<file path="src/rtl/ora_pkg.sv">
package ora_pkg;

  // One stage of the result chain: a passing stage forwards its carry-in,
  // a failing stage injects a constant 1.
  function automatic logic chain_step(input logic stage_pass, input logic carry_in);
    return stage_pass ? carry_in : 1'b1;
  endfunction

  // Next value of a stored pass bit.
  function automatic logic pass_next(input logic cur_pass, input logic do_clear,
                                     input logic hit);
    if (do_clear) return 1'b1;
    if (hit)      return 1'b0;
    return cur_pass;
  endfunction

endpackage

</file>
<file path="src/rtl/ora_cell.sv">
module ora_cell #(
  parameter int OUT_W = 4
) (
  input  logic             clk,
  input  logic             rst_n,
  input  logic             clear,
  input  logic             compare_en,
  input  logic [OUT_W-1:0] lhs,
  input  logic [OUT_W-1:0] rhs,
  output logic             pass_q
);
  import ora_pkg::*;

  function automatic logic slices_differ(input logic [OUT_W-1:0] a,
                                         input logic [OUT_W-1:0] b);
    return |(a ^ b);
  endfunction

  logic mismatch;
  logic hit;

  assign mismatch = slices_differ(lhs, rhs);
  assign hit      = compare_en & mismatch;

  always_ff @(posedge clk or negedge rst_n) begin
    if (!rst_n) pass_q <= 1'b1;
    else        pass_q <= pass_next(pass_q, clear, hit);
  end

  AST_MISMATCH_LATCHES: assert property (@(posedge clk) disable iff (!rst_n)
    (compare_en && mismatch && !clear) |=> !pass_q);

  AST_FAIL_IS_STICKY: assert property (@(posedge clk) disable iff (!rst_n)
    (!pass_q && !clear) |=> !pass_q);

  AST_IDLE_NO_CHANGE: assert property (@(posedge clk) disable iff (!rst_n)
    (!compare_en && !clear) |=> $stable(pass_q));

  AST_CLEAR_WINS: assert property (@(posedge clk) disable iff (!rst_n)
    clear |=> pass_q);

endmodule

</file>
<file path="src/rtl/ora_link.sv">
module ora_link (
  input  logic stage_pass,
  input  logic carry_in,
  output logic carry_out
);
  import ora_pkg::*;

  assign carry_out = chain_step(stage_pass, carry_in);

endmodule

</file>
<file path="src/rtl/ora_array.sv">
module ora_array #(
  parameter int NUM_CMP = 6,
  parameter int OUT_W   = 4
) (
  input  logic                         clk,
  input  logic                         rst_n,
  input  logic                         clear,
  input  logic                         compare_en,
  input  logic [(NUM_CMP+1)*OUT_W-1:0] but_out,
  input  logic                         tdi,
  output logic                         tdo,
  output logic [NUM_CMP-1:0]           fail_vec
);
  localparam int NUM_BLK = NUM_CMP + 1;

  logic [NUM_CMP-1:0] pass_bits;
  logic [NUM_CMP:0]   carry;
  logic               any_fail;

  assign carry[0] = tdi;

  for (genvar i = 0; i < NUM_CMP; i++) begin : g_stage
    ora_cell #(.OUT_W(OUT_W)) u_cell (
      .clk        (clk),
      .rst_n      (rst_n),
      .clear      (clear),
      .compare_en (compare_en),
      .lhs        (but_out[i*OUT_W +: OUT_W]),
      .rhs        (but_out[(i+1)*OUT_W +: OUT_W]),
      .pass_q     (pass_bits[i])
    );

    ora_link u_link (
      .stage_pass (pass_bits[i]),
      .carry_in   (carry[i]),
      .carry_out  (carry[i+1])
    );
  end

  assign tdo      = carry[NUM_CMP];
  assign fail_vec = ~pass_bits;
  assign any_fail = |fail_vec;

  AST_FAIL_FORCES_ONE: assert property (@(posedge clk) disable iff (!rst_n)
    any_fail |-> tdo);

  AST_PASS_FOLLOWS_TDI: assert property (@(posedge clk) disable iff (!rst_n)
    !any_fail |-> (tdo == tdi));

  AST_RESET_ALL_PASS: assert property (@(posedge clk)
    $rose(rst_n) |-> (fail_vec == '0));

  initial begin
    assert (NUM_BLK >= 2) else $error("ora_array needs at least one analyzer");
  end

endmodule

</file>
<file path="config.mk">
export PLATFORM = sky130hd
export DESIGN_NAME = ora_array
export DESIGN_NICKNAME = d
export VERILOG_FILES = /design/src/rtl/ora_pkg.sv /design/src/rtl/ora_cell.sv /design/src/rtl/ora_link.sv /design/src/rtl/ora_array.sv
export SDC_FILE = /design/constraint.sdc
export NUM_CORES = 1
export LEC_CHECK = 0
export BUFFER_PORTS_ARGS = -buffer_cell sky130_fd_sc_hd__buf_2
export CORE_AREA = 10 10 47 49
export DETAILED_ROUTE_END_ITERATION = 6
export DIE_AREA = 0 0 57 59
export MAX_ROUTING_LAYER = met4
export PLACE_DENSITY_LB_ADDON = 0.05
export SLEW_MARGIN = 20
export SYNTH_ARGS = -nofsm -noshare
export SYNTH_HDL_FRONTEND = slang
export SYNTH_HIERARCHICAL = 1
export SYNTH_SLANG_ARGS = --single-unit
</file>
<file path="constraint.sdc">
create_clock -name clk -period 2 [get_ports clk]
set_input_delay 0.2 -clock clk [delete_from_list [all_inputs] [get_ports clk]]
set_output_delay 0.2 -clock clk [all_outputs]
set_load 0.05 [all_outputs]
</file>
# Word-level counts from Yosys, hierarchy flattened
# Cells that the tools add are included.
# Widths: inputs -> output; s select.
dict set report totals {
  reg_bits 6
  elab_cells 69
}
dict set report classes {
  muxes 38
  bitwise 13
  n_reduce_logical 12
}
# cell n
set op_table {}
lappend op_table {{$mux 1} 38}
lappend op_table {{$reduce_or 4->1} 6}
lappend op_table {{$xor 4x4->4} 6}
lappend op_table {{$reduce_bool 2->1} 6}
lappend op_table {{$and 1x1->1} 6}
lappend op_table {{$not 6->6} 1}

# Longest topological paths before layout
# Gate-level depths: netlist of run 1.
dict set report depth {
  depth_word 7
  ltp_mapped 6
  ltp_nobuf 6
}

# By module
# The synthesis of run 1 kept the hierarchy.
# module instances cells_each area_each_um2 seq_area_each_um2
set modules_own_cells {}
lappend modules_own_cells {ora_cell 6 7 77.6 26.3}
lappend modules_own_cells {ora_link 6 1 6.3 0.0}
lappend modules_own_cells {ora_array 1 6 22.5 0.0}

# Worst setup path after synthesis of run 1
# OpenSTA, ideal clock, no wires.
dict set report synth_path {
  kind {register to output}
  from {register g_stage[0].u_cell.pass_q}
  to {output tdo}
  arrival_ns 1.413
  required_time_ns 1.800
  slack_ns 0.387
  stages_incl_launch_ff 7
  n_path_buf 0
  path_cell_list {dfstp_2 > nand2b_1 > nand2b_1 > nand2b_1 > nand2b_1 > nand2b_1 > nand2b_1}
}
dict set report synth_between {
  elab_chain_cells 6
}
# element line
set synth_lines {}
lappend synth_lines {{start: declaration} ora_cell.sv:10} ;# output logic pass_q
lappend synth_lines {{start signal: assignment} ora_cell.sv:27} ;# else pass_q <= pass_next(pass_q, clear, hit);
lappend synth_lines {{$mux 1} ora_pkg.sv:6} ;# return stage_pass ? carry_in : 1'b1;
lappend synth_lines {{named net carry[1]} ora_array.sv:17} ;# logic [NUM_CMP:0] carry;
lappend synth_lines {{$mux 1} ora_pkg.sv:6}
lappend synth_lines {{named net carry[2]} ora_array.sv:17}
lappend synth_lines {{$mux 1} ora_pkg.sv:6}
lappend synth_lines {{named net carry[3]} ora_array.sv:17}
lappend synth_lines {{$mux 1} ora_pkg.sv:6}
lappend synth_lines {{named net carry[4]} ora_array.sv:17}
lappend synth_lines {{$mux 1} ora_pkg.sv:6}
lappend synth_lines {{named net carry[5]} ora_array.sv:17}
lappend synth_lines {{$mux 1} ora_pkg.sv:6}
lappend synth_lines {{end: declaration} ora_array.sv:11} ;# output logic tdo,
# The timed path passes the listed nets, and every way through them passes these cells.

# Final worst setup path of run 1
# Same ends and word-level chain as after synthesis.

==> results of run 1 <==
==> cell usage after synthesis <==
library cell / count / area [µm²]
xor2_1: 24 / 210
a21o_1: 6 / 45.0
nand2b_1: 6 / 37.5
o41ai_1: 6 / 52.6
inv_1: 6 / 22.5
dfstp_2: 6 / 158
==> layout make-up <==
cell class | instances | share of cell area
clock buffers | 3 | 0.0291
inverters | 6 | 0.0291
multi-input cells | 42 | 0.447
flip-flops and latches | 6 | 0.204
well taps | 16 | 0.0259
repair buffers | 40 | 0.265
==> power groups by stage <==
stage               combinational [mW]  sequential [mW]  clock, mW
finish                           0.155            0.145      0.108
floorplan                       0.0891            0.145          0
detailed placement               0.155            0.147          0
CTS                              0.158            0.145      0.114
global placement                 0.154            0.147          0
global route                     0.172            0.147      0.121
==> path summary, 6_finish.rpt <==
kind                                                            from                                   end
min in group asynchronous                                      rst_n  g_stage[0].u_cell/pass_q$_DFFE_PN1P_
max in group asynchronous                                      rst_n  g_stage[4].u_cell/pass_q$_DFFE_PN1P_
worst min register to register  g_stage[0].u_cell/pass_q$_DFFE_PN1P_  g_stage[0].u_cell/pass_q$_DFFE_PN1P_
worst min-delay path                                           clear  g_stage[2].u_cell/pass_q$_DFFE_PN1P_
worst max register to register  g_stage[5].u_cell/pass_q$_DFFE_PN1P_  g_stage[5].u_cell/pass_q$_DFFE_PN1P_
worst max-delay path            g_stage[0].u_cell/pass_q$_DFFE_PN1P_                                   tdo
==> repair_timing <==
| action | CTS | global route |
|---|---|---|
| resized for setup | 0 | 0 |
| hold buffers | 1 | 0 |
| buffers inserted | 0 | 0 |
| setup endpoints to repair | 0 | 0 |
| endpoints found under the hold margin | 6 | 0 |
==> through the flow <==
step / worst slack, ns / power [mW] / utilization
CTS: 0.115 / 0.417 / 0.552
global route: 0.0429 / 0.440 / 0.552
global placement: 0.382 / 0.301 / 0.529
detailed placement: 0.382 / 0.302 / 0.529
floorplan: 0.387 / 0.234 / -
finish: 0.137 / 0.409 / 0.552
==> per-layer routing <==
metal  track usage  wire length [µm]
met5             -                 0
met4        0.0604                39
met3        0.0215               114
met2         0.143               682
met1         0.111               668
==> critical path: cells and delay by family, from the launching register on <==
family | cells | cell delay, ns
flops | 1 | 0.53
simple gates | 6 | 0.70
buf+inv | 1 | 0.21
==> logic make-up (layout without fill, tap and decap cells) <==
kind of cell    count (synthesis)  after routing  synth area share
xor+xnor                       24             24             0.400
flops                           6              6             0.300
simple gates                    6              6            0.0714
buf+inv                         6             49            0.0429
compound gates                 12             12             0.186
==> flow_metrics.py, run 1 <==
metrics = {
    "pwr": {
        "power_density_nw_per_um2": 529,
        "sw_frac_of_total": 0.338,
        "leakagePower_nw": 0.434,
        "p_comb_frac": 0.380,
        "ir_drop_mv": 0.344,
        "p_sw_mw": 0.138,
        "clkPwrFrac": 0.264,
        "seq_power_share": 0.356,
        "power.internal_mw": 0.271,
    },
    "setup_path": {
        "crit_top_cell": "nand2b_1",
        "crit_arrival_ns": 1.66,
        "path_max_fanout": 3,
        "cp_data_required_time_ns": 1.80,
        "critical_path.endpoint_type": "output pin",
        "crit_path_cell_trace": "nand2b_1 -> nand2b_1 -> nand2b_1 -> nand2b_1 -> nand2b_1 -> nand2b_1 -> buf_2",
        "crit_slowest_cell": "dfstp_2",
        "worstRegToRegCells": 1,
        "r2r_slack_ns": 1.30,
        "slowest_delay_ns": 0.53,
        "cp-start-kind": "flip-flop",
        "critPathKind": "flip-flop to output pin",
    },
    "floorplan": {
        "die_h_um": 59,
        "rows": 14,
        "dieWidth_um": 57,
        "io_pins": 40,
        "start_util": 0.375,
        "core_area_um2": 1400,
        "dieArea_um2": 3360,
    },
    "layout": {
        "largest_reg_flops": 6,
        "regMostFlops": "g_stage.u_cell/pass_q",
        "layout_common_cells": "39 x buf_2, 24 x xor2_1",
        "drive_above_1_share": 0.495,
        "n_antenna_cell": 0,
        "final_common_cell": "buf_2",
        "reg_top3": "g_stage.u_cell/pass_q: 6 flops",
        "nets": 132,
        "instances_no_fill": 113,
        "multiInputGateArea_um2": 345,
        "final_area_um2": 773,
        "area_delta_synth_final_pct": 47.1,
        "seqCellArea_um2": 158,
        "n_fill_cell": 139,
    },
    "clocking": {
        "cts_tree": "built",
        "numCtsBuffers": 3,
        "clk_pin_slew_ns": 0.04,
        "ctsRootBufferMaster": "clkbuf_4",
        "clock_latency_ns": 0.24,
        "cts_sinks": 6,
        "h-tree-depth": 1,
        "clockBufferDepth": 2,
    },
    "detailed_routing": {
        "drt-vias-per-instance": 4.71,
        "vias": 532,
        "drt-total-wl_mm": 1.50,
        "drc_errors": 0,
        "first_iter_violations": 2,
        "ant_nets": 0,
        "drt-pass1-iter-count": 3,
        "wire_per_inst_um": 13.3,
    },
    "synth": {
        "yosys_warnings": 6,
        "yosysSeqAreaShare": 0.300,
        "synth_nets": 87,
        "avgSynthCellArea_um2": 9.73,
        "syn_area_um2": 526,
        "synth_cell_type_count": 6,
        "synth_seq_cells": 6,
        "syn-instance-count": 54,
    },
    "timing": {
        "finalCritPeriodShare": 0.932,
        "hold_viol_final": 0,
        "setup_violations": 0,
        "final-max-slew-violation-count": 0,
        "fin_crit_ns": 1.86,
        "fmax_ghz": 0.537,
        "holdWs_ns": 0.234,
        "rsz0062_at_grt": "no",
        "fin_skew_ns": 0,
        "tightest_slew_ns": 0.347,
        "max_slew_margin": 0.765,
        "fin_setup_tns_ns": 0,
    },
    "placed_design": {
        "place.gp.congestion": 0.758,
        "place_inst": 109,
        "dp.final_hpwl_mm": 1.34,
        "place_area_um2": 741,
        "io_buffers": 39,
    },
    "min_path": {
        "hold_depth": 2,
        "worstHoldPathType": "primary input to flip-flop",
    },
    "global_routing": {
        "grt_pass1_wl_mm": 2.51,
        "grt_max_degree": 7,
        "grt_use_total": 0.0946,
        "grt_remaining_overflow": 0,
        "antenna_found_initial": 0,
        "grt_pass1_vias": 586,
    },
    "job": {
        "maxCapViolations": 0,
    },
    "status": {
        "status": "completed",
    },
}
Power figures use the tool's default switching activity.
==> inputs of run 2 (changes only) <==
--- a/config.mk
+++ b/config.mk
@@ -10,7 +10,7 @@
 export DETAILED_ROUTE_END_ITERATION = 6
 export DIE_AREA = 0 0 57 59
 export MAX_ROUTING_LAYER = met4
-export PLACE_DENSITY_LB_ADDON = 0.05
+export PLACE_DENSITY = 0.79
 export SLEW_MARGIN = 20
 export SYNTH_ARGS = -nofsm -noshare
 export SYNTH_HDL_FRONTEND = slang
==> flow_metrics.py, run 2 (synthesized netlist as in run 1, its figures left out) <==
metrics = {
    "floorplan": {
        "dieArea_um2": 3360,
        "die_h_um": 59,
        "core_area_um2": 1400,
        "dieWidth_um": 57,
        "rows": 14,
        "io_pins": 40,
        "start_util": 0.375,
    },
    "timing": {
        "fin_skew_ns": 0,
        "max_slew_margin": 0.732,
        "fmax_ghz": 0.538,
        "tightest_slew_ns": 0.397,
        "hold_viol_final": 0,
        "setup_violations": 0,
        "fin_crit_ns": 1.86,
        "final-max-slew-violation-count": 0,
        "rsz0062_at_grt": "no",
        "fin_setup_tns_ns": 0,
        "finalCritPeriodShare": 0.930,
        "holdWs_ns": 0.231,
    },
    "min_path": {
        "hp-start": "clear",
        "worstHoldPathType": "primary input to flip-flop",
        "hold_end": "g_stage[1].u_cell/pass_q$_DFFE_PN1P_",
        "hold_depth": 2,
    },
    "pwr": {
        "power_mw": 0.409,
        "leakagePower_nw": 0.434,
        "seq_power_share": 0.357,
        "p_comb_frac": 0.382,
        "ir_drop_mv": 0.362,
        "sw_frac_of_total": 0.337,
        "p_sw_mw": 0.138,
        "power_density_nw_per_um2": 528,
        "clkPwrFrac": 0.261,
        "power.internal_mw": 0.271,
    },
    "clocking": {
        "clockBufferDepth": 2,
        "ctsRootBufferMaster": "clkbuf_4",
        "post_cts_resized": 0,
        "cts_sinks": 6,
        "ctsHoldBuffers": 1,
        "post_cts_buffers": 0,
        "h-tree-depth": 1,
        "clock_latency_ns": 0.24,
        "numCtsBuffers": 3,
        "clk_pin_slew_ns": 0.04,
        "cts_tree": "built",
    },
    "layout": {
        "multiInputGateArea_um2": 345,
        "nets": 132,
        "seqCellArea_um2": 158,
        "fin_util": 0.552,
        "area_delta_synth_final_pct": 47.1,
        "final_common_cell": "buf_2",
        "regMostFlops": "g_stage.u_cell/pass_q",
        "reg_top3": "g_stage.u_cell/pass_q: 6 flops",
        "final_area_um2": 773,
        "largest_reg_flops": 6,
        "n_fill_cell": 156,
        "n_antenna_cell": 0,
        "layout_common_cells": "39 x buf_2, 24 x xor2_1",
        "drive_above_1_share": 0.495,
    },
    "placed_design": {
        "place.gp.congestion": 0.664,
        "io_buffers": 39,
        "place_area_um2": 741,
        "dp.final_hpwl_mm": 1.42,
    },
    "setup_path": {
        "critPathKind": "flip-flop to output pin",
        "r2r_end": "g_stage[4].u_cell/pass_q$_DFFE_PN1P_",
        "cp_data_required_time_ns": 1.80,
        "cp-start-kind": "flip-flop",
        "critical_path.endpoint_type": "output pin",
        "path_max_fanout": 3,
        "worstRegToRegCells": 1,
        "timing.rr.start": "g_stage[4].u_cell/pass_q$_DFFE_PN1P_",
        "crit_arrival_ns": 1.66,
        "r2r_slack_ns": 1.29,
    },
    "detailed_routing": {
        "drt-total-wl_mm": 1.53,
        "wire_per_inst_um": 13.6,
        "ant_nets": 0,
        "drt-pass1-iter-count": 2,
        "drt-vias-per-instance": 4.51,
        "vias": 510,
        "first_iter_violations": 6,
        "drc_errors": 0,
    },
    "global_routing": {
        "grt_remaining_overflow": 0,
        "grt_max_degree": 7,
        "grt_pass1_vias": 608,
        "antenna_found_initial": 0,
        "grt_use_total": 0.0887,
        "grt_pass1_wl_mm": 2.34,
    },
    "status": {
        "status": "completed",
    },
    "job": {
        "maxCapViolations": 0,
    },
}
run 2: metal layers:
metal	global-route usage	part of all wire	up-vias
li1	-	-	267
met1	0.0695	0.32	229
met2	0.181	0.64	14
met3	0.0193	0.041	0
met4	0.0503	0	0
met5	-	0	-
run 2: worst max path at each step:
stage,slack (ns),endpoint,startpoint
floorplan,0.39,tdo,g_stage[0].u_cell/pass_q$_DFFE_PN1P_
global placement,0.39,tdo,g_stage[0].u_cell/pass_q$_DFFE_PN1P_
detailed placement,0.38,tdo,g_stage[0].u_cell/pass_q$_DFFE_PN1P_
CTS,0.11,tdo,g_stage[0].u_cell/pass_q$_DFFE_PN1P_
global route,0.05,tdo,g_stage[0].u_cell/pass_q$_DFFE_PN1P_
finish,0.14,tdo,g_stage[0].u_cell/pass_q$_DFFE_PN1P_
run 2: worst max-delay path, cell delays in order, from the launching register on:
cell      delay [ns]
dfstp_2         0.53
nand2b_1        0.05
nand2b_1        0.12
nand2b_1        0.12
nand2b_1        0.12
nand2b_1        0.13
nand2b_1        0.13
buf_2           0.21
run 2: power groups by stage:
stage	clock [mW]	sequential, mW	combinational (mW)
after floorplan	0	0.145	0.0891
after global placement	0	0.146	0.151
after detailed placement	0	0.147	0.156
after CTS	0.116	0.146	0.159
after global routing	0.119	0.148	0.170
final	0.107	0.146	0.156
run 2: layout make-up:
class,count,share of cell area
Timing Repair Buffer,40,0.265
Clock buffer,3,0.0291
Multi-Input combinational cell,42,0.447
Sequential cell,6,0.204
Inverter,6,0.0291
Tap cell,16,0.0259
run 2: through the flow:
stage | std cells | setup slack [ns]
2_1_floorplan | 54 | 0.387
3_3_place_gp | 109 | 0.387
3_5_place_dp | 109 | 0.385
4_1_cts | 113 | 0.109
5_1_grt | 113 | 0.0461
6_report | 113 | 0.141
